--- src/rtl/cnp_pkg.sv ---
package cnp_pkg;
  typedef struct packed {
    logic issue;
    logic last;
  } cnpStrobe_t;

  typedef enum logic [1:0] {
    CS_IDLE  = 2'd0,
    CS_RUN   = 2'd1,
    CS_DRAIN = 2'd2
  } ctrlState_t;
endpackage

--- src/rtl/cnp_ctrl.sv ---
module cnp_ctrl
  import cnp_pkg::*;
#(
  parameter int N  = 16,
  parameter int IW = 4
) (
  input  logic          clk,
  input  logic          rstN,
  input  logic          start,
  input  logic          done,
  output cnpStrobe_t    strb,
  output logic [IW-1:0] idx
);
  localparam logic [IW-1:0] LAST_IDX = IW'(N - 1);

  ctrlState_t    state;
  logic          issueR;
  logic          lastR;
  logic [IW-1:0] idxR;

  always_ff @(posedge clk) begin
    if (!rstN) begin
      state  <= CS_IDLE;
      issueR <= 1'b0;
      lastR  <= 1'b0;
      idxR   <= '0;
    end else begin
      case (state)
        CS_IDLE: if (start) begin
          issueR <= 1'b1;
          idxR   <= '0;
          lastR  <= (N == 1);
          state  <= CS_RUN;
        end
        CS_RUN: begin
          if (lastR) begin
            issueR <= 1'b0;
            lastR  <= 1'b0;
            state  <= CS_DRAIN;
          end else begin
            idxR  <= idxR + 1'b1;
            lastR <= (idxR + 1'b1 == LAST_IDX);
          end
        end
        CS_DRAIN: if (done) state <= CS_IDLE;
        default: state <= CS_IDLE;
      endcase
    end
  end

  assign strb = '{issue: issueR, last: lastR};
  assign idx  = idxR;

  AST_FETCH_SEQ: assert property (@(posedge clk) disable iff (!rstN)
    issueR && idxR != '0 |-> $past(issueR) && $past(idxR) == idxR - 1'b1);
  AST_SWEEP_GAP: assert property (@(posedge clk) disable iff (!rstN)
    issueR && idxR == '0 |-> !$past(issueR));
endmodule

--- src/rtl/cnp_datapath.sv ---
module cnp_datapath
  import cnp_pkg::*;
#(
  parameter int W     = 16,
  parameter int F     = 8,
  parameter int N     = 16,
  parameter int IW    = 4,
  parameter int VREST = 0,
  parameter int EHI   = 5120,
  parameter int ELO   = -1280,
  parameter int THR   = 2560,
  parameter int KEXC  = 2,
  parameter int KINH  = 3,
  parameter int KMEM  = 3,
  parameter int KREF  = 2,
  parameter int GEXC  = 2,
  parameter int GINH  = 2
) (
  input  logic                clk,
  input  logic                rstN,
  input  cnpStrobe_t          strb,
  input  logic [IW-1:0]       idx,
  input  logic signed [W-1:0] excIn,
  input  logic signed [W-1:0] inhIn,
  output logic                spikeValid,
  output logic [IW-1:0]       spikeIdx,
  output logic                spikeOut,
  output logic signed [W-1:0] vOut,
  output logic                done
);
  localparam int DW = 3 * W;
  localparam longint MAXL = (longint'(1) << (W - 1)) - 1;
  localparam longint MINL = -MAXL - 1;
  localparam logic signed [W-1:0] VREST_W = W'(VREST);
  localparam logic signed [W-1:0] EHI_W   = W'(EHI);
  localparam logic signed [W-1:0] ELO_W   = W'(ELO);
  localparam logic signed [W-1:0] THR_W   = W'(THR);
  localparam logic signed [W-1:0] ONE_W   = W'(longint'(1) << F);

  function automatic logic signed [W-1:0] sat(input logic signed [DW-1:0] x);
    if (x > DW'(MAXL)) return W'(MAXL);
    if (x < DW'(MINL)) return W'(MINL);
    return W'(x);
  endfunction

  // neuron state table
  logic signed [W-1:0] vTab [N];
  logic signed [W-1:0] eTab [N];
  logic signed [W-1:0] iTab [N];
  logic signed [W-1:0] gTab [N];

  // stage registers
  logic                p1Valid, p1Last, p2Valid, p2Last, p3Valid, p3Last, p4Valid, p4Last;
  logic [IW-1:0]       p1Idx, p2Idx, p3Idx, p4Idx;
  logic signed [W-1:0] p1V, p1E, p1I, p1G, p1Ex, p1In;
  logic signed [W-1:0] p2V, p2E, p2I, p2G;
  logic signed [W-1:0] p3V, p3G;
  logic signed [W-1:0] p4V, p4G, p4E, p4I, p3E, p3I;
  logic                p4Spk;

  // stage 2 filter math
  logic signed [DW-1:0] eSum, iSum;
  always_comb begin
    eSum = DW'(p1E) - (DW'(p1E) >>> KEXC) + DW'(p1Ex);
    iSum = DW'(p1I) - (DW'(p1I) >>> KINH) + DW'(p1In);
  end

  // stage 3 membrane math
  logic signed [DW-1:0] excT, inhT, leak, dv, vSum;
  always_comb begin
    excT = (DW'(p2E) * (DW'(EHI_W) - DW'(p2V))) >>> (F + GEXC);
    inhT = (DW'(p2I) * (DW'(p2V) - DW'(ELO_W))) >>> (F + GINH);
    leak = (DW'(p2V) - DW'(VREST_W)) >>> KMEM;
    dv   = excT - inhT - leak;
    vSum = DW'(p2V) + ((DW'(p2G) * dv) >>> F);
  end

  // stage 4 gain and spike math
  logic                spkNow;
  logic signed [W-1:0] gRec;
  always_comb begin
    spkNow = (p3V >= THR_W);
    gRec   = p3G + ((ONE_W - p3G) >>> KREF);
  end

  always_ff @(posedge clk) begin
    if (!rstN) begin
      {p1Valid, p1Last, p2Valid, p2Last, p3Valid, p3Last, p4Valid, p4Last} <= '0;
      {p1Idx, p2Idx, p3Idx, p4Idx} <= '0;
      {p1V, p1E, p1I, p1G, p1Ex, p1In} <= '0;
      {p2V, p2E, p2I, p2G, p3V, p3G, p3E, p3I} <= '0;
      {p4V, p4G, p4E, p4I} <= '0;
      p4Spk      <= 1'b0;
      spikeValid <= 1'b0;
      spikeIdx   <= '0;
      spikeOut   <= 1'b0;
      vOut       <= '0;
      done       <= 1'b0;
      for (int k = 0; k < N; k++) begin
        vTab[k] <= VREST_W;
        eTab[k] <= '0;
        iTab[k] <= '0;
        gTab[k] <= ONE_W;
      end
    end else begin
      // S1 fetch
      p1Valid <= strb.issue;
      p1Last  <= strb.last;
      p1Idx   <= idx;
      p1V     <= vTab[idx];
      p1E     <= eTab[idx];
      p1I     <= iTab[idx];
      p1G     <= gTab[idx];
      p1Ex    <= strb.issue ? excIn : '0;
      p1In    <= strb.issue ? inhIn : '0;
      // S2 synaptic filters
      p2Valid <= p1Valid; p2Last <= p1Last; p2Idx <= p1Idx;
      p2V <= p1V; p2G <= p1G;
      p2E <= sat(eSum);
      p2I <= sat(iSum);
      // S3 membrane
      p3Valid <= p2Valid; p3Last <= p2Last; p3Idx <= p2Idx;
      p3V <= sat(vSum); p3G <= p2G; p3E <= p2E; p3I <= p2I;
      // S4 gain and spike
      p4Valid <= p3Valid; p4Last <= p3Last; p4Idx <= p3Idx;
      p4Spk <= spkNow;
      p4V   <= spkNow ? VREST_W : p3V;
      p4G   <= spkNow ? '0 : gRec;
      p4E   <= p3E; p4I <= p3I;
      // S5 write-back
      if (p4Valid) begin
        vTab[p4Idx] <= p4V;
        eTab[p4Idx] <= p4E;
        iTab[p4Idx] <= p4I;
        gTab[p4Idx] <= p4G;
      end
      spikeValid <= p4Valid;
      spikeIdx   <= p4Idx;
      spikeOut   <= p4Valid & p4Spk;
      vOut       <= p4V;
      done       <= p4Valid & p4Last;
    end
  end

  AST_LATENCY: assert property (@(posedge clk) disable iff (!rstN)
    spikeValid |-> $past(strb.issue, 5));
  AST_OUT_ORDER: assert property (@(posedge clk) disable iff (!rstN)
    spikeValid && spikeIdx != '0 |-> $past(spikeValid) && $past(spikeIdx) == spikeIdx - 1'b1);
  AST_SPIKE_REST: assert property (@(posedge clk) disable iff (!rstN)
    spikeValid && spikeOut |-> vOut == VREST_W);
  AST_SUB_THRESHOLD: assert property (@(posedge clk) disable iff (!rstN)
    spikeValid && !spikeOut |-> vOut < THR_W);
  AST_GAIN_RANGE: assert property (@(posedge clk) disable iff (!rstN)
    p4Valid |-> p4G >= '0 && p4G <= ONE_W);
  AST_DONE_LAST: assert property (@(posedge clk) disable iff (!rstN)
    done |-> spikeValid && spikeIdx == IW'(N - 1));
endmodule

--- src/rtl/cond_neuron_pipe.sv ---
module cond_neuron_pipe
  import cnp_pkg::*;
#(
  parameter int W     = 16,
  parameter int F     = 8,
  parameter int N     = 16,
  parameter int IW    = (N > 1) ? $clog2(N) : 1,
  parameter int VREST = 0,
  parameter int EHI   = 5120,
  parameter int ELO   = -1280,
  parameter int THR   = 2560,
  parameter int KEXC  = 2,
  parameter int KINH  = 3,
  parameter int KMEM  = 3,
  parameter int KREF  = 2,
  parameter int GEXC  = 2,
  parameter int GINH  = 2
) (
  input  logic                clk,
  input  logic                rstN,
  input  logic                start,
  input  logic signed [W-1:0] excIn,
  input  logic signed [W-1:0] inhIn,
  output logic                fetchValid,
  output logic [IW-1:0]       fetchIdx,
  output logic                spikeValid,
  output logic [IW-1:0]       spikeIdx,
  output logic                spikeOut,
  output logic signed [W-1:0] vOut,
  output logic                done
);
  cnpStrobe_t    strb;
  logic [IW-1:0] idx;

  cnp_ctrl #(.N(N), .IW(IW)) u_ctrl (
    .clk(clk), .rstN(rstN), .start(start), .done(done), .strb(strb), .idx(idx)
  );

  cnp_datapath #(
    .W(W), .F(F), .N(N), .IW(IW), .VREST(VREST), .EHI(EHI), .ELO(ELO), .THR(THR),
    .KEXC(KEXC), .KINH(KINH), .KMEM(KMEM), .KREF(KREF), .GEXC(GEXC), .GINH(GINH)
  ) u_dp (
    .clk(clk), .rstN(rstN), .strb(strb), .idx(idx), .excIn(excIn), .inhIn(inhIn),
    .spikeValid(spikeValid), .spikeIdx(spikeIdx), .spikeOut(spikeOut),
    .vOut(vOut), .done(done)
  );

  assign fetchValid = strb.issue;
  assign fetchIdx   = idx;
endmodule

--- config.mk ---
export PLATFORM = sky130hd
export DESIGN_NAME = cond_neuron_pipe
export DESIGN_NICKNAME = d
export VERILOG_FILES = /design/src/rtl/cnp_pkg.sv /design/src/rtl/cnp_ctrl.sv /design/src/rtl/cnp_datapath.sv /design/src/rtl/cond_neuron_pipe.sv
export SDC_FILE = /design/constraint.sdc
export NUM_CORES = 2
export LEC_CHECK = 0
export BUFFER_PORTS_ARGS = -buffer_cell sky130_fd_sc_hd__buf_2
export CORE_MARGIN = 3
export CORE_UTILIZATION = 59
export CTS_CLUSTER_DIAMETER = 40
export CTS_CLUSTER_SIZE = 28
export DETAILED_ROUTE_END_ITERATION = 12
export PLACE_DENSITY = 0.75
export SLEW_MARGIN = 10
export SYNTH_ARGS = -nofsm -noshare
export SYNTH_HDL_FRONTEND = slang
export SYNTH_SLANG_ARGS = --single-unit
--- constraint.sdc ---
create_clock -name clk -period 19.4 [get_ports clk]
set_input_delay 2.91 -clock clk [delete_from_list [all_inputs] [get_ports clk]]
set_output_delay 2.91 -clock clk [all_outputs]
set_load 0.02 [all_outputs]
==> impl_metrics.ini <==
[run_status]
outcome = finished, final reports clean

[setup_path]
crit_top_cell = fa_1
critical_path_class = reg2reg
cp_top_family = adder cells
cp-end-kind = flop
path_buf_inv = 12
cpPeakStageDelay_ns = 0.58
start_kind = flop
worst_ep_required_time_ns = 20.03
critical_path.max_fanout = 16
arrival_ns = 19.29
critical_path.slowest_cell = fa_1

[yosys]
syn_inst = 8932
syn_avg_cell_area_sq_um = 11.4
yosys-top-cells-area = edfxtp_1 (30%), fa_1 (22%), and2_1 (11%)
ys.flop_type = edfxtp_1
synth.distinct_cells = 98
synth_enable_flop_cells = 1024
synth.cell_area_sq_um = 102000
synth_top_area_cell = edfxtp_1
ys_seq_elements = 1368
yosys_warnings = 0
syn_nets = 10500
seq_area_frac_synth = 0.369
synthArstFlopShare = 0
synth_top_cell_area_share = 0.301

[timing]
holdWs_ns = 0.422
fmax_ghz = 0.0536
hold_violations = 0
skew_ns = 0.0564
slew_headroom = 0.173
tightestPinTransition_ns = 1.23
maxSlewViolCount = 0
fin_crit_ns = 18.66
setup_viol = 0
finalCritPeriodShare = 0.962

[global_routing]
grt_usage = 0.300
grt_max_degree = 145
gr-total-overflow = 0
grt_pass1_vias = 69900
antenna_found_initial = 17
grt_pass1_wl_microns = 408000

[flow_run]
cap_violations = 0

[floorplan]
pin_count = 63
fp.coreArea_sq_um = 171000
fp.dieW_microns = 422
num_rows = 151
start_util = 0.598
die_y_microns = 422
die_area_sq_um = 178000

[route]
drt_wl_total_microns = 262000
drt_first_iter_violations = 5891
viasPerCell = 5.81
via_count = 65400
wl_met2_microns = 129000
top_layer_used = met5
ant_nets = 0
m1WireLength_microns = 98200
dr.pass1.iters = 6
drc = 0
wl_met3_microns = 22700
detail_route.wl_per_cell_microns = 23.3

[cts]
cts_tree = yes
cts_root_buf = clkbuf_16
clock_latency_ns = 0.77
cts_inserted_buffers = 115
path_clk_slew_ns = 0.09
postCtsHoldBufs = 0
cts_sinks = 1368
clockBufferDepth = 3
htree_levels = 3

[worst_hold_path]
hp-class = reg2reg

[placed_design]
gp_congestion = 0.943
io_buffer_count = 62
place_hpwl_microns = 176000
placed_cells = 11000

[layout]
drive_gt1_frac = 0.110
nNetsFinal = 10400
syn2layout_area_growth_pct = 7.93
final_util = 0.645
final_cells = 11300
==> per-layer routing <==
layer  vias to the layer above  GRT usage
li1                      28400          -
met1                     33400      0.386
met2                      2905      0.507
met3                       638     0.0496
met4                         4      0.127
met5                         -          0
==> cells in the final DEF, fill, tap and decap left out, drive strengths merged, types with 12 or more instances in the layout <==
master / instances
or3: 24
a21oi: 138
clkinv: 30
buf: 288
dfxtp: 344
nor2b: 54
o21bai: 24
xor2: 59
clkbuf: 124
edfxtp: 1024
nand2b: 51
a31oi: 25
a211oi: 12
nor2: 231
and2: 1717
a21o: 88
nor3: 60
and3: 71
ha: 432
o21ai: 110
nand3: 49
or2: 15
xnor2: 178
inv: 1506
nand4: 19
fa: 1106
mux4: 320
o21a: 41
nand2: 641
==> registers in the layout (all words and copies together), names as in the netlist, 256 cells and up <==
name	count
u_dp.eTab	256
u_dp.gTab	256
u_dp.iTab	256
u_dp.vTab	256
==> worst paths after layout <==
path,slack [ns],cells past startpoint,from,to
min reg2reg,0.42,1,u_dp.p1Idx[1]$_SDFF_PN0_,u_dp.p2Idx[1]$_SDFF_PN0_
max reg2reg,0.74,82,u_dp.p2V[3]$_SDFF_PN0_,u_dp.p3V[7]$_SDFF_PN0_
max,0.74,82,u_dp.p2V[3]$_SDFF_PN0_,u_dp.p3V[7]$_SDFF_PN0_
min,0.42,1,u_dp.p1Idx[1]$_SDFF_PN0_,u_dp.p2Idx[1]$_SDFF_PN0_
==> synth_stat cells (all sizes together), types with 15 or more instances <==
library cell     n
or3             24
ha             432
nand3           49
and2          1717
or2             15
o21bai          24
nand2          641
inv           1459
nor2           231
buf             39
edfxtp        1024
mux4           320
xnor2          178
nand4           19
nor2b           54
a21oi          138
a21o            88
o21ai          110
xor2            59
o21a            41
nor3            60
fa            1106
nand2b          51
clkbuf         446
a31oi           25
dfxtp          344
and3            71
==> cell families (layout without fill, tap and decap cells) <==
kind of cell / count (synthesis) / in the layout / share of synthesized area
and+or+nand+nor: 2969 / 2969 / 0.160
buffers and inverters: 1944 / 1967 / 0.0717
muxes: 326 / 326 / 0.0712
DFF: 1368 / 1368 / 0.369
other: 0 / 2 / 0
AOI/OAI and AO/OA: 550 / 550 / 0.0374
xor gates and xnor gates: 237 / 237 / 0.0203
adders and majority gates: 1538 / 1538 / 0.270
==> metrics by stage <==
| step | cell area [sq um] | setup TNS, ns | setup slack [ns] |
|---|---|---|---|
| final | 110000 | 0 | 0.741 |
| after global routing | 110000 | -0.844 | -0.103 |
| after CTS | 110000 | 0 | 0.178 |
| after detailed placement | 105000 | 0 | 0.256 |
| after global placement | 105000 | 0 | 0.558 |
| after floorplan | 102000 | 0 | 1.29 |
==> final cells by class <==
class / count / area, sq um
diodes: 2 / 5.00
clock buffers: 124 / 2980
clock inverters: 96 / 1280
fillers: 12800 / 60500
inverters: 1459 / 5480
multi-input cells: 5620 / 57700
flip-flops and latches: 1368 / 37700
well taps: 2295 / 2870
repair buffers: 288 / 2110
==> what timing repair did <==
action | in CTS | in global routing
endpoints found under the setup margin | 0 | 16
hold endpoints to repair | 0 | 0
gates resized for setup | 0 | 92
buffers inserted | 0 | 9
Power is left out: the tool's default activity adds up to more than one toggle a clock period on the data nets, which glitch-free logic cannot reach.
